**config.mk**
```make
export PLATFORM = sky130hd
export DESIGN_NAME = sio_cfg_port
export DESIGN_NICKNAME = d
export VERILOG_FILES = /design/src/rtl/sio_cfg_pkg.sv /design/src/rtl/sio_cfg_key.sv /design/src/rtl/sio_cfg_ldev.sv /design/src/rtl/sio_cfg_port.sv
export SDC_FILE = /design/constraint.sdc
export NUM_CORES = 1
export LEC_CHECK = 0
export BUFFER_PORTS_ARGS = -buffer_cell sky130_fd_sc_hd__buf_2
export CAP_MARGIN = 20
export CELL_PAD_IN_SITES_DETAIL_PLACEMENT = 0
export CELL_PAD_IN_SITES_GLOBAL_PLACEMENT = 2
export CORE_ASPECT_RATIO = 0.8
export CORE_MARGIN = 1
export CORE_UTILIZATION = 42
export DETAILED_ROUTE_END_ITERATION = 8
export GPL_ROUTABILITY_DRIVEN = 1
export PLACE_DENSITY_LB_ADDON = 0.1
export SYNTH_ARGS = -nofsm -noshare
export SYNTH_HDL_FRONTEND = slang
export SYNTH_HIERARCHICAL = 1
export SYNTH_SLANG_ARGS = --single-unit
export TNS_END_PERCENT = 20
```
**constraint.sdc**
```tcl
create_clock -name clk -period 4.2 [get_ports clk]
set_input_delay 1.05 -clock clk [delete_from_list [all_inputs] [get_ports clk]]
set_output_delay 1.05 -clock clk [all_outputs]
set_load 0.05 [all_outputs]
```
**src/rtl/sio_cfg_pkg.sv**
```systemverilog
package sio_cfg_pkg;
    // Register indices; the host programs against these offsets.
    localparam logic [7:0] IDX_LDN      = 8'h07;
    localparam logic [7:0] IDX_DEVID_HI = 8'h20;
    localparam logic [7:0] IDX_DEVID_LO = 8'h21;
    localparam logic [7:0] IDX_REV      = 8'h22;
    localparam logic [7:0] IDX_VEND_HI  = 8'h23;
    localparam logic [7:0] IDX_VEND_LO  = 8'h24;
    localparam logic [7:0] IDX_ACT      = 8'h30;
    localparam logic [7:0] IDX_BASE_HI  = 8'h60;
    localparam logic [7:0] IDX_BASE_LO  = 8'h61;

    // Key bytes seen on the index port.
    localparam logic [7:0] KEY_OPEN     = 8'h87;
    localparam logic [7:0] KEY_CLOSE    = 8'hAA;
    localparam logic [7:0] LOCKED_BYTE  = 8'hFF;

    typedef enum logic [1:0] {
        KS_LOCKED = 2'd0,
        KS_ARMED  = 2'd1,
        KS_OPEN   = 2'd2
    } key_state_e;

    typedef struct packed {
        logic        en;
        logic [15:0] base;
    } ldev_regs_t;
endpackage

```
**src/rtl/sio_cfg_key.sv**
```systemverilog
// Lock state machine: two consecutive open keys unlock, one close key locks.
module sio_cfg_key
    import sio_cfg_pkg::*;
(
    input  logic       clk,
    input  logic       rst_n,
    input  logic       idx_wr,
    input  logic [7:0] wdata,
    output logic       open
);
    key_state_e state_d, state_q;

    always_comb begin
        state_d = state_q;
        if (idx_wr) begin
            unique case (state_q)
                KS_LOCKED: state_d = (wdata == KEY_OPEN) ? KS_ARMED : KS_LOCKED;
                KS_ARMED:  state_d = (wdata == KEY_OPEN) ? KS_OPEN  : KS_LOCKED;
                KS_OPEN:   state_d = (wdata == KEY_CLOSE) ? KS_LOCKED : KS_OPEN;
                default:   state_d = KS_LOCKED;
            endcase
        end
    end

    always_ff @(posedge clk or negedge rst_n) begin
        if (!rst_n) state_q <= KS_LOCKED;
        else        state_q <= state_d;
    end

    assign open = (state_q == KS_OPEN);
endmodule

```
**src/rtl/sio_cfg_ldev.sv**
```systemverilog
// Register bank of one logical device: activate bit and base address.
module sio_cfg_ldev
    import sio_cfg_pkg::*;
#(
    parameter int LOW_IGNORE = 0
) (
    input  logic        clk,
    input  logic        rst_n,
    input  logic        wr_act,
    input  logic        wr_base_hi,
    input  logic        wr_base_lo,
    input  logic [7:0]  wdata,
    output ldev_regs_t  regs,
    output logic [15:0] base_dec
);
    ldev_regs_t regs_d, regs_q;

    always_comb begin
        regs_d = regs_q;
        if (wr_act)     regs_d.en         = wdata[0];
        if (wr_base_hi) regs_d.base[15:8] = wdata;
        if (wr_base_lo) regs_d.base[7:0]  = wdata;
    end

    always_ff @(posedge clk or negedge rst_n) begin
        if (!rst_n) regs_q <= '0;
        else        regs_q <= regs_d;
    end

    assign regs = regs_q;

    generate
        if (LOW_IGNORE > 0) begin : g_masked
            assign base_dec = {regs_q.base[15:LOW_IGNORE], {LOW_IGNORE{1'b0}}};
        end else begin : g_full
            assign base_dec = regs_q.base;
        end
    endgenerate
endmodule

```
**src/rtl/sio_cfg_port.sv**
```systemverilog
// Index/data configuration port with key-gated access and per-device banks.
module sio_cfg_port
    import sio_cfg_pkg::*;
#(
    parameter int          NUM_LDEV        = 8,
    parameter int          HWM_LDEV        = 4,
    parameter int          HWM_IGNORE_BITS = 3,
    parameter logic [15:0] DEVICE_ID       = 16'h0406,
    parameter logic [7:0]  REVISION        = 8'h01,
    parameter logic [15:0] VENDOR_ID       = 16'h1934
) (
    input  logic                     clk,
    input  logic                     rst_n,
    input  logic                     bus_wr,
    input  logic                     bus_rd,
    input  logic                     bus_sel,
    input  logic [7:0]               bus_wdata,
    output logic [7:0]               bus_rdata,
    output logic [NUM_LDEV-1:0]      dev_en,
    output logic [16*NUM_LDEV-1:0]   dev_base
);
    localparam int BASE_W = 16;

    typedef struct packed {
        logic [7:0] index;
        logic [7:0] ldn;
        logic [7:0] rdata;
    } port_state_t;

    port_state_t st_d, st_q;

    logic       cfg_open;
    logic       idx_wr;
    logic       dat_wr;
    logic [7:0] port_byte;
    logic [7:0] cfg_byte;
    ldev_regs_t cur_regs;

    logic       [NUM_LDEV-1:0] hit;
    ldev_regs_t                bank   [NUM_LDEV];
    logic [BASE_W-1:0]         decbase[NUM_LDEV];

    assign idx_wr = bus_wr & ~bus_sel;
    assign dat_wr = bus_wr & bus_sel & cfg_open;

    sio_cfg_key u_key (
        .clk    (clk),
        .rst_n  (rst_n),
        .idx_wr (idx_wr),
        .wdata  (bus_wdata),
        .open   (cfg_open)
    );

    generate
        for (genvar i = 0; i < NUM_LDEV; i++) begin : g_ldev
            localparam int IGN = (i == HWM_LDEV) ? HWM_IGNORE_BITS : 0;

            assign hit[i] = (st_q.ldn == 8'(i));

            sio_cfg_ldev #(.LOW_IGNORE(IGN)) u_bank (
                .clk        (clk),
                .rst_n      (rst_n),
                .wr_act     (dat_wr && hit[i] && (st_q.index == IDX_ACT)),
                .wr_base_hi (dat_wr && hit[i] && (st_q.index == IDX_BASE_HI)),
                .wr_base_lo (dat_wr && hit[i] && (st_q.index == IDX_BASE_LO)),
                .wdata      (bus_wdata),
                .regs       (bank[i]),
                .base_dec   (decbase[i])
            );

            assign dev_en[i]                    = bank[i].en;
            assign dev_base[i*BASE_W +: BASE_W] = decbase[i];
        end
    endgenerate

    // Selected bank; an absent device number leaves zeros.
    always_comb begin
        cur_regs = '0;
        for (int i = 0; i < NUM_LDEV; i++) begin
            if (hit[i]) cur_regs = bank[i];
        end
    end

    always_comb begin
        unique case (st_q.index)
            IDX_LDN:      cfg_byte = st_q.ldn;
            IDX_DEVID_HI: cfg_byte = DEVICE_ID[15:8];
            IDX_DEVID_LO: cfg_byte = DEVICE_ID[7:0];
            IDX_REV:      cfg_byte = REVISION;
            IDX_VEND_HI:  cfg_byte = VENDOR_ID[15:8];
            IDX_VEND_LO:  cfg_byte = VENDOR_ID[7:0];
            IDX_ACT:      cfg_byte = {7'b0, cur_regs.en};
            IDX_BASE_HI:  cfg_byte = cur_regs.base[15:8];
            IDX_BASE_LO:  cfg_byte = cur_regs.base[7:0];
            default:      cfg_byte = 8'h00;
        endcase
    end

    always_comb begin
        if (!cfg_open)    port_byte = LOCKED_BYTE;
        else if (bus_sel) port_byte = cfg_byte;
        else              port_byte = st_q.index;
    end

    always_comb begin
        st_d = st_q;
        if (bus_rd) st_d.rdata = port_byte;
        if (idx_wr && cfg_open && (bus_wdata != KEY_CLOSE)) st_d.index = bus_wdata;
        if (dat_wr && (st_q.index == IDX_LDN)) st_d.ldn = bus_wdata;
    end

    always_ff @(posedge clk or negedge rst_n) begin
        if (!rst_n) begin
            st_q.index <= 8'h00;
            st_q.ldn   <= 8'h00;
            st_q.rdata <= LOCKED_BYTE;
        end else begin
            st_q <= st_d;
        end
    end

    assign bus_rdata = st_q.rdata;
endmodule

```
==> out/summary.txt, run 1 <==
Initial Util: 43.5%
Clock Latency Late Sink: 0.43 ns
Fin cells: 1092
Die H: 137 um
Post-synth top flop: dfrtp_1
Unique cell type count in the Yosys netlist: 56
Number of enable flip-flop cells after synthesis: 0
Fin nets: 793
Fill count: 2060
Hold endpoint: bus_rdata[6]$_DFFE_PN1P_
Clock Skew: 0.0115 ns
Avg Cell Area, Syn: 12.6 sq um
H-tree levels: 4
CTS root buffer: clkbuf_16
Post-Syn Area: 9510 sq um
Min-delay worst type: flip-flop to flip-flop
FF+latch area: 4070 sq um
Vias: 6006
Rows: 48
Post-cts hold buffer count: 0
Unrepaired setup endpoints after global routing: false
Crit-path max cell delay: 0.57 ns
Hold path startpoint: bus_rdata[6]$_DFFE_PN1P_
Worst Reg-to-Reg Cells: 6
TNS Setup: 0 ns
GP Congestion: 0.853
CP Data Arrival Time: 3.12 ns
Slew @ Worst Pin: 0.845 ns
Reg clk slew, reported paths: 0.07 ns
Status: completed
PortBufs: 153
Largest area contributor in the netlist: dfrtp_1
Crit-path cells: or4_4, or2_2, or4_1, nor2_1, buf_4, mux2_4
IO Pins: 157
Gate Count Post-Synth: 757
CP max-delay cell: or4_4
Flops & latches, synth: 162
Fmax: 356 MHz
Period utilization: 66.9%
GRT Util Overall: 24.2%
Initial DRC count: 423
Layout Area Growth over Synthesis: 7.92%
CP Max Fanout: 14
Max Slew Vio Count: 0
Worst Hold Path Cells: 2
Max Cap Viol: 0
Worst setup path class: flip-flop to flip-flop
Drt first pass iters: 5
Die W: 170 um
Reg-to-reg slack, setup: 1.39 ns
Remaining DRCs: 0
Area of the core: 21900 sq um
Seq/Total Area, Yosys: 42.7%
Reg-to-Reg End: g_ldev[0].u_bank/base_dec[5]$_DFFE_PN0P_
Final setup viols: 0
Syn. warnings: 6
Cell family with most CP delay: simple AND/OR/NAND/NOR gates
Total CTS buffers: 17
Static Leak: 5.11 nW
CP endpoint kind: flip-flop
Placed Cells: 1061
Vias in the first global route: 6183
Max Root-Sink Buffers: 2
# Post-CTS Setup Buffers: 0
Final ANT Viol Nets: 0
Largest net degree at the start of global routing: 88
Die area: 23300 sq um
Hpwl dp: 19000 um
Post_cts resized: 0
Required @ worst endpoint: 4.51 ns
Diode count: 0
Crit Reg-Reg Startpoint: st_q[14]$_DFFE_PN0P_
Final Hold Fails: 0
CTS tree: yes
Largest cells by area after synthesis: dfrtp_1 41%, mux2_4 20%, buf_4 11%
Layout cells sized above 1: 52.5%
Initial antenna violation count: 1
Rel. slew slack: 43.7%
Total Wirelength: 27000 um
Top-area cell type share of the netlist area: 40.5%
Gr ovfl total: 0
Multi-input gate area: 4170 sq um
Num Clock Sinks: 162
Async set-reset flop share out of synthesis: 100%
CP Launch Type: flip-flop
Via-to-Cell Ratio: 5.50
Post-route minimum period: 2.81 ns
Peak VDD IR: 0.258 mV
First-pass GRT wire length: 40500 um
Power Dens Cells: 363 nW/um^2
Routed WL per cell: 24.7 um
Buf/Inv on CP: 1
routing by layer:
layer | track usage, % | part of all wire, %
met5 | 0 | 0
met4 | 6.61 | 1.7
met3 | 5.21 | 6.1
met2 | 37.1 | 46
met1 | 34.4 | 46
cells in the mapped netlist, types with 2 or more instances:
| cell type | n |
|---|---|
| buf_2 | 4 |
| clkbuf_1 | 19 |
| a31o_2 | 2 |
| dfrtp_1 | 154 |
| inv_1 | 7 |
| mux2i_1 | 14 |
| nor3_1 | 12 |
| mux2_4 | 129 |
| a211o_1 | 3 |
| and2_1 | 6 |
| nand2b_1 | 7 |
| o21ai_0 | 10 |
| o32ai_1 | 2 |
| nor3b_1 | 3 |
| o31a_1 | 2 |
| a211oi_1 | 2 |
| nor4_1 | 14 |
| nor2_1 | 33 |
| o211ai_1 | 6 |
| or4_1 | 2 |
| a31oi_1 | 6 |
| mux4_2 | 15 |
| buf_6 | 16 |
| nand2_1 | 16 |
| mux2_2 | 32 |
| nor2b_1 | 5 |
| o22ai_1 | 17 |
| buf_4 | 136 |
| a21o_1 | 6 |
| o31ai_1 | 4 |
| o22a_1 | 4 |
| and4bb_1 | 3 |
| o2111ai_1 | 2 |
| a21oi_1 | 25 |
| and3_1 | 2 |
| and4_1 | 4 |
| buf_1 | 6 |
| nor4bb_1 | 2 |
| dfstp_2 | 8 |
tightest hold or removal path: stages (launching register included):
cell	delay [ns]
dfstp_2	0.37
nor2_1	0.08
a21oi_1	0.04
power breakdown:
part / switching [mW] / internal (mW)
logic: 0.267 / 0.123
clock network: 0.662 / 1.02
registers: 0.0594 / 1.60
total: 0.989 / 2.74
layout by cell type (no fill, tap or decap), types with 7 or more instances in the layout:
| cell type | n |
|---|---|
| inv_1 | 7 |
| o22ai_1 | 17 |
| nor3_1 | 12 |
| dfrtp_1 | 152 |
| mux4_2 | 15 |
| mux2_4 | 129 |
| mux2_2 | 32 |
| clkbuf_16 | 17 |
| buf_4 | 29 |
| nor4_2 | 8 |
| dfstp_2 | 8 |
| mux2i_1 | 14 |
| buf_2 | 152 |
| o21ai_0 | 10 |
| a21oi_1 | 25 |
| nand2_1 | 16 |
| nor2_1 | 33 |
| nand2b_1 | 7 |
through the flow:
| step | area (sq um) | worst slack (ns) | hold WS (ns) | util [%] | power (mW) |
|---|---|---|---|---|---|
| detailed placement | 9640 | 1.11 | 0.481 | 44.1 | 2.08 |
| global route | 10300 | 1.29 | 0.525 | 47.0 | 3.86 |
| CTS | 10300 | 1.43 | 0.490 | 47.0 | 3.75 |
| finish | 10300 | 1.39 | 0.488 | 47.0 | 3.72 |
| global placement | 9640 | 1.15 | 0.486 | 44.1 | 2.07 |
| floorplan | 9520 | 1.73 | 0.467 | - | 1.92 |
how the worst max path moves through the flow:
stage / startpoint / endpoint / slack [ns] / depth (start not counted)
after global routing: st_q[9]$_DFFE_PN0P_ / bus_rdata[7]$_DFFE_PN1P_ / 1.29 / 7
after CTS: st_q[14]$_DFFE_PN0P_ / g_ldev[0].u_bank/base_dec[5]$_DFFE_PN0P_ / 1.43 / 6
after global placement: bus_wdata[3] / st_q[19]$_DFFE_PN0P_ / 1.15 / 4
after detailed placement: bus_wdata[3] / st_q[17]$_DFFE_PN0P_ / 1.11 / 4
after floorplan: st_q[14]$_DFFE_PN0P_ / g_ldev[0].u_bank/base_dec[0]$_DFFE_PN0P_ / 1.73 / 7
final: st_q[14]$_DFFE_PN0P_ / g_ldev[0].u_bank/base_dec[5]$_DFFE_PN0P_ / 1.39 / 6
layout make-up:
class	instances	area share, %
Clock inverter	11	1.72
Sequential cell	162	39.6
Inverter	7	0.256
Multi-Input combinational cell	409	40.6
Timing Repair Buffer	183	9.84
Tap cell	300	3.66
Clock buffer	20	4.35
cells by family (layout without fill, tap and decap cells):
logic type             count (synthesis)  in the layout  share of synthesized area (%)
muxes                                190            190                           29.2
buffers and inverters                188            221                           14.1
DFF                                  162            162                           42.7
and+or+nand+nor                      116            116                           6.87
AOI/OAI and AO/OA                    100            100                           7.10
other                                  1              3                         0.0394
sequential cells by signal (all words and copies together) (netlist names):
register and flops:
g_ldev.u_bank/regs 11, st_q 16, g_ldev.u_bank/base_dec 125, u_key/state_q 2
bus_rdata 8
(Power assumes the default switching activity.)
==> run 2, diff against run 1 <==
--- a/config.mk
+++ b/config.mk
@@ -11,7 +11,7 @@
 export CELL_PAD_IN_SITES_GLOBAL_PLACEMENT = 2
 export CORE_ASPECT_RATIO = 0.8
 export CORE_MARGIN = 1
-export CORE_UTILIZATION = 42
+export CORE_UTILIZATION = 39
 export DETAILED_ROUTE_END_ITERATION = 8
 export GPL_ROUTABILITY_DRIVEN = 1
 export PLACE_DENSITY_LB_ADDON = 0.1
==> constraint.sdc (replaced) <==
create_clock -name clk -period 2.9 [get_ports clk]
set_input_delay 0.725 -clock clk [delete_from_list [all_inputs] [get_ports clk]]
set_output_delay 0.725 -clock clk [all_outputs]
set_load 0.05 [all_outputs]
==> run 2 against run 1 <==
  * Register-to-register slack worse by 1.0 ns
  * Clock-buffer cell count shrank 1
  * Combinational power up 63%
  * Sequential share of layout area decreased by 0.49 points
  * Fmax is 10% higher
==> out/summary.txt, run 2 (synthesized netlist as in run 1, its figures left out) <==
Remaining DRCs: 0 (unchanged)
Unrepaired setup endpoints after global routing: false (unchanged)
H-tree levels: 4 (unchanged)
Final worst slack: 0.350 ns (was 1.39 ns)
Rows: 50 (was 48)
Initial DRC count: 364 (was 423)
Clock Latency Late Sink: 0.43 ns (about the same)
Fmax: 392 MHz (was 356 MHz)
Fin nets: 815 (was 793)
Finished layout cell area: 10400 sq um (was 10300 sq um)
Die H: 142 um (was 137 um)
Total Wirelength: 27900 um (was 27000 um)
Initial Util: 40.2% (was 43.5%)
Power Dens Cells: 496 nW/um^2 (was 363 nW/um^2)
GP Congestion: 0.867 (was 0.853)
Slew @ Worst Pin: 0.658 ns (was 0.845 ns)
Max Cap Viol: 0 (unchanged)
Layout Area Growth over Synthesis: 9.26% (was 7.92%)
Rel. slew slack: 55.9% (was 43.7%)
# Post-CTS Setup Buffers: 0 (unchanged)
CP Launch Type: flip-flop (unchanged)
Max Slew Vio Count: 0 (unchanged)
CTS root buffer: clkbuf_16 (unchanged)
Tot Pwr: 5.16 mW (was 3.72 mW)
Final ANT Viol Nets: 0 (unchanged)
Num Clock Sinks: 162 (unchanged)
Via-to-Cell Ratio: 5.35 (was 5.50)
Post-DP Area: 9840 sq um (was 9640 sq um)
Clock Skew: 0.0110 ns (was 0.0115 ns)
Die W: 177 um (was 170 um)
Most frequent cells in the layout: 152 x dfrtp_1, 152 x buf_2, 129 x mux2_4 (unchanged)
Largest net degree at the start of global routing: 60 (was 88)
CTS tree: yes (unchanged)
Max reg flops: 125 (unchanged)
Die area: 25000 sq um (was 23300 sq um)
Area of the core: 23600 sq um (was 21900 sq um)
Post-route minimum period: 2.55 ns (was 2.81 ns)
Status: completed (unchanged)
CP endpoint kind: flip-flop (unchanged)
Layout cells sized above 1: 54.1% (was 52.5%)
Vias in the first global route: 6295 (was 6183)
Final setup viols: 0 (unchanged)
Period utilization: 87.9% (was 66.9%)
IO Pins: 157 (unchanged)
PortBufs: 153 (unchanged)
Reg clk slew, reported paths: 0.07 ns (about the same)
Post-cts hold buffer count: 0 (unchanged)
TNS Setup: 0 ns (unchanged)
First-pass GRT wire length: 42100 um (was 40500 um)
Initial antenna violation count: 0 (was 1)
Post_cts resized: 0 (unchanged)
Required @ worst endpoint: 3.21 ns (was 4.51 ns)
Peak VDD IR: 0.361 mV (was 0.258 mV)
Static Leak: 5.20 nW (was 5.11 nW)
Fill count: 2258 (was 2060)
Min-delay worst type: input pin to asynchronous set/reset pin (was flip-flop to flip-flop)
Routed WL per cell: 24.8 um (was 24.7 um)
Worst setup path class: flip-flop to flip-flop (unchanged)
Vias: 6037 (was 6006)
Max Root-Sink Buffers: 2 (unchanged)
Pre-CTS setup slack: 0.374 ns (was 1.11 ns)
Drt first pass iters: 4 (was 5)
Final Hold Fails: 0 (unchanged)
Gr ovfl total: 0 (unchanged)
CP Max Fanout: 8 (was 14)
GRT Util Overall: 23.4% (was 24.2%)
CP Data Arrival Time: 2.86 ns (was 3.12 ns)
Total CTS buffers: 17 (unchanged)
Hpwl dp: 20200 um (was 19000 um)
[run 2: cell types whose count changed in the layout (fill, tap and decap cells not counted), sizes merged]
| cell | delta |
|---|---|
| clkinv | +5 |
| inv | +1 |
| buf | +22 |
| bufinv | -4 |
| diode | +1 |
| clkbuf | -1 |
[run 2: final cells by class]
type | instances | area, sq um | share of cell area [%]
flip-flops and latches | 162 | 4070 | 39.1
well taps | 312 | 390 | 3.76
inverters | 7 | 26.3 | 0.253
clock inverters | 13 | 103 | 0.987
diodes | 1 | 2.50 | 0.0241
multi-input cells | 409 | 4170 | 40.1
clock buffers | 19 | 453 | 4.36
repair buffers | 205 | 1190 | 11.4
[run 2: worst max-delay path: stages (launching register included)]
cell     delay, ns
dfrtp_1       0.41
or4_4         0.57
or2_2         0.30
or4_1         0.47
nor2_1        0.15
buf_4         0.23
mux2_4        0.32
[run 2: stage by stage]
step | hold WS [ns] | instances | util [%]
detailed placement | 0.487 | 1095 | 41.6
finish | 0.281 | 1128 | 44.0
floorplan | 0.429 | 759 | -
global route | 0.312 | 1127 | 43.9
global placement | 0.491 | 1095 | 41.6
CTS | 0.300 | 1127 | 43.9
[run 2: worst paths after layout]
kind | from | endpoint | slack (ns) | depth (start not counted)
worst max-delay path | st_q[14]$_DFFE_PN0P_ | g_ldev[0].u_bank/base_dec[5]$_DFFE_PN0P_ | 0.35 | 6
worst min-delay path | rst_n | g_ldev[0].u_bank/base_dec[9]$_DFFE_PN0P_ | 0.28 | 1
worst max register to register | st_q[14]$_DFFE_PN0P_ | g_ldev[0].u_bank/base_dec[5]$_DFFE_PN0P_ | 0.35 | 6
worst min register to register | bus_rdata[6]$_DFFE_PN1P_ | bus_rdata[6]$_DFFE_PN1P_ | 0.50 | 2
max in group asynchronous | rst_n | g_ldev[2].u_bank/base_dec[15]$_DFFE_PN0P_ | 1.84 | 2
min in group clk | bus_rdata[6]$_DFFE_PN1P_ | bus_rdata[6]$_DFFE_PN1P_ | 0.50 | 2
[run 2: report_power, final]
part	internal [mW]	switching, mW	leakage (nW)	total, mW
clock network	1.16	0.985	0.277	2.14
logic	0.210	0.428	2.72	0.638
registers	2.31	0.0653	2.20	2.38
total	3.68	1.48	5.20	5.16
[run 2: metal layers]
| layer | track usage (%) | up-vias | share of wire, % |
|---|---|---|---|
| li1 | - | 2688 | - |
| met1 | 33.9 | 3155 | 47 |
| met2 | 35.4 | 171 | 46 |
| met3 | 4.37 | 23 | 5.6 |
| met4 | 6.85 | 0 | 1.8 |
| met5 | 0 | - | 0 |
==> run 3, diff against run 2 <==
--- a/config.mk
+++ b/config.mk
@@ -5,13 +5,14 @@
 export SDC_FILE = /design/constraint.sdc
 export NUM_CORES = 1
 export LEC_CHECK = 0
+export ABC_AREA = 1
 export BUFFER_PORTS_ARGS = -buffer_cell sky130_fd_sc_hd__buf_2
 export CAP_MARGIN = 20
 export CELL_PAD_IN_SITES_DETAIL_PLACEMENT = 0
 export CELL_PAD_IN_SITES_GLOBAL_PLACEMENT = 2
 export CORE_ASPECT_RATIO = 0.8
 export CORE_MARGIN = 1
-export CORE_UTILIZATION = 39
+export CORE_UTILIZATION = 32
 export DETAILED_ROUTE_END_ITERATION = 8
 export GPL_ROUTABILITY_DRIVEN = 1
 export PLACE_DENSITY_LB_ADDON = 0.1
==> run 3 against run 2 <==
  * Combinational power up 12%
  * Register-to-register slack about the same
  * Die area grew 15%
  * Power up 7.8%
  * Largest cell class is now sequential cells
  * Setup slack improved by 0.013 ns
  * Clock-buffer cell count is the same
  * Core utilization decreased by 8.1 points
  * Clock skew rose by 0.0010 ns
  * First-iteration DRC count up 40%
==> out/summary.txt, run 3 <==
First-pass GRT wire length: 47500 um (was 42100 um)
Power Dens Cells: 564 nW/um^2 (was 496 nW/um^2)
GP Congestion: 0.866 (was 0.867)
Sw Ratio: 29.6% (was 28.7%)
Fill count: 2996 (was 2258)
Routed WL per cell: 18.8 um (was 24.8 um)
Die H: 152 um (was 142 um)
Required @ worst endpoint: 3.23 ns (was 3.21 ns)
Gate Count Post-Synth: 1224 (was 757)
Most frequent cells in the layout: 564 x nand2_1, 154 x dfrtp_1, 152 x buf_2 (was 152 x dfrtp_1, 152 x buf_2, 129 x mux2_4)
Diode count: 0 (was 1)
Die W: 190 um (was 177 um)
Flops & latches, synth: 162 (unchanged)
Clock Latency Late Sink: 0.44 ns (was 0.43 ns)
Rel. slew slack: 56.3% (was 55.9%)
CTS root buffer: clkbuf_16 (unchanged)
Final worst slack: 0.363 ns (was 0.350 ns)
Clock Skew: 0.0121 ns (was 0.0110 ns)
Worst setup path class: flip-flop to flip-flop (unchanged)
Reg clk slew, reported paths: 0.07 ns (about the same)
Largest net degree at the start of global routing: 70 (was 60)
Vias in the first global route: 7436 (was 6295)
Max Root-Sink Buffers: 2 (unchanged)
Commonest cells in the netlist: 564 x nand2_1, 154 x dfrtp_1, 138 x buf_4, 78 x nor2_1, 74 x inv_1 (was 154 x dfrtp_1, 136 x buf_4, 129 x mux2_4, 33 x nor2_1, 32 x mux2_2)
Fmax: 394 MHz (was 392 MHz)
# Post-CTS Setup Buffers: 0 (unchanged)
Net switching power: 1.64 mW (was 1.48 mW)
TNS Setup: 0 ns (unchanged)
Initial DRC count: 509 (was 364)
Avg Cell Area, Syn: 7.37 sq um (was 12.6 sq um)
Num Clock Sinks: 162 (unchanged)
CP Max Fanout: 9 (was 8)
Post-cts hold buffer count: 0 (unchanged)
Syn. warnings: 6 (unchanged)
H-tree levels: 4 (unchanged)
Sequential share of power: 44.5% (was 46.1%)
Combinational share of power: 12.9% (was 12.4%)
Period utilization: 87.5% (was 87.9%)
Post-synth top flop: dfrtp_1 (unchanged)
Internal power: 3.92 mW (was 3.68 mW)
Max Slew Vio Count: 0 (unchanged)
Via-to-Cell Ratio: 4.62 (was 5.35)
Async set-reset flop share out of synthesis: 100% (unchanged)
IO Pins: 157 (unchanged)
Static Leak: 5.60 nW (was 5.20 nW)
CP Launch Type: flip-flop (unchanged)
Peak VDD IR: 0.414 mV (was 0.361 mV)
Slew @ Worst Pin: 0.653 ns (was 0.658 ns)
Top-area cell type share of the netlist area: 42.7% (was 40.5%)
Max Cap Viol: 0 (unchanged)
Number of enable flip-flop cells after synthesis: 0 (unchanged)
CP endpoint kind: flip-flop (unchanged)
Total CTS buffers: 17 (unchanged)
Clock share of power: 42.6% (was 41.5%)
Unique cell type count in the Yosys netlist: 32 (was 56)
Commonest non-fill, non-tap cell in the layout: nand2_1
Gr ovfl total: 0 (unchanged)
Initial antenna violation count: 0 (unchanged)
Vias: 7596 (was 6037)
Min-delay worst type: input pin to asynchronous set/reset pin (unchanged)
Area of the core: 27500 sq um (was 23600 sq um)
Hpwl dp: 23000 um (was 20200 um)
Final Hold Fails: 0 (unchanged)
Layout Area Growth over Synthesis: 9.32% (was 9.26%)
Total Wirelength: 31000 um (was 27900 um)
Final ANT Viol Nets: 0 (unchanged)
Final setup viols: 0 (unchanged)
Count leader, synth: nand2_1 (was dfrtp_1)
Largest cells by area after synthesis: dfrtp_1 43%, nand2_1 23%, buf_4 11% (was dfrtp_1 41%, mux2_4 20%, buf_4 11%)
Post-route minimum period: 2.54 ns (was 2.55 ns)
Fin nets: 1280 (was 815)
Post_cts resized: 0 (unchanged)
Die area: 28900 sq um (was 25000 sq um)
Remaining DRCs: 0 (unchanged)
Drt first pass iters: 5 (was 4)
Layout cells sized above 1: 20.5% (was 54.1%)
GRT Util Overall: 22.2% (was 23.4%)
Seq/Total Area, Yosys: 45.1% (was 42.7%)
CTS tree: yes (unchanged)
Largest area contributor in the netlist: dfrtp_1 (unchanged)
Status: completed (unchanged)
Pre-CTS setup slack: 0.391 ns (was 0.374 ns)
Unrepaired setup endpoints after global routing: false (unchanged)
Post-Syn Area: 9020 sq um (was 9510 sq um)
CP Data Arrival Time: 2.86 ns (about the same)
PortBufs: 153 (unchanged)
Initial Util: 32.8% (was 40.2%)
Rows: 54 (was 50)
Max reg flops: 125 (unchanged)
run 3: critical path: stages (launching register included):
cell,delay (ns)
dfrtp_1,0.44
inv_1,0.09
nand2_1,0.05
nor2_1,0.23
inv_1,0.09
nor3_2,0.48
inv_1,0.33
nor2_1,0.40
inv_2,0.17
nand2_1,0.10
nand2_1,0.05
run 3: layout make-up:
cell class | instances | area (sq um) | area share [%]
flip-flops and latches | 162 | 4060 | 41.2
inverters | 97 | 364 | 3.69
clock inverters | 13 | 161 | 1.64
clock buffers | 19 | 443 | 4.49
multi-input cells | 802 | 3320 | 33.7
well taps | 364 | 455 | 4.62
repair buffers | 187 | 1050 | 10.7
run 3: routing by layer:
metal	share of wire, %	GRT usage [%]	up-vias	wire length (um)
li1	-	-	3718	-
met2	43	32.1	192	13200
met4	1.3	5.26	0	412
met5	0	0	-	0
met3	4.7	4.38	20	1450
met1	51	33.7	3666	15900
run 3: metrics by stage:
stage,utilization [%],cell area (sq um),cells,hold slack (ns),power (mW)
3_3_place_gp,33.7,9260,1612,0.462,3.25
6_report,35.9,9860,1644,0.243,5.56
2_1_floorplan,-,9030,1226,0.429,2.96
5_1_grt,35.9,9860,1644,0.264,5.80
3_5_place_dp,33.7,9260,1612,0.472,3.24
4_1_cts,35.9,9860,1644,0.246,5.64
run 3: worst paths after layout:
check	from	end	slack, ns	depth (start not counted)
worst max-delay path	st_q[19]$_DFFE_PN0P_	g_ldev[5].u_bank/base_dec[1]$_DFFE_PN0P_	0.36	10
max in group asynchronous	rst_n	g_ldev[3].u_bank/base_dec[5]$_DFFE_PN0P_	1.91	2
min in group clk	g_ldev[4].u_bank/regs[0]$_DFFE_PN0P_	g_ldev[4].u_bank/regs[0]$_DFFE_PN0P_	0.49	2
worst min register to register	g_ldev[4].u_bank/regs[0]$_DFFE_PN0P_	g_ldev[4].u_bank/regs[0]$_DFFE_PN0P_	0.49	2
worst max register to register	st_q[19]$_DFFE_PN0P_	g_ldev[5].u_bank/base_dec[1]$_DFFE_PN0P_	0.36	10
worst min-delay path	rst_n	g_ldev[6].u_bank/base_dec[10]$_DFFE_PN0P_	0.24	1
run 3: power by group through the flow:
stage	logic [mW]	clock network (mW)	registers [mW]
CTS	0.727	2.43	2.48
finish	0.716	2.37	2.48
detailed placement	0.725	0	2.52
floorplan	0.437	0	2.52
global placement	0.729	0	2.52
global route	0.786	2.52	2.49
run 3: cell families (layout without fill, tap and decap cells):
kind of cell | count (synthesis) | count (layout) | share of synthesized area [%]
simple gates | 723 | 723 | 32.1
buf+inv | 262 | 316 | 18.2
compound gates | 76 | 76 | 4.55
other cells | 1 | 3 | 0.0416
flops | 162 | 162 | 45.1
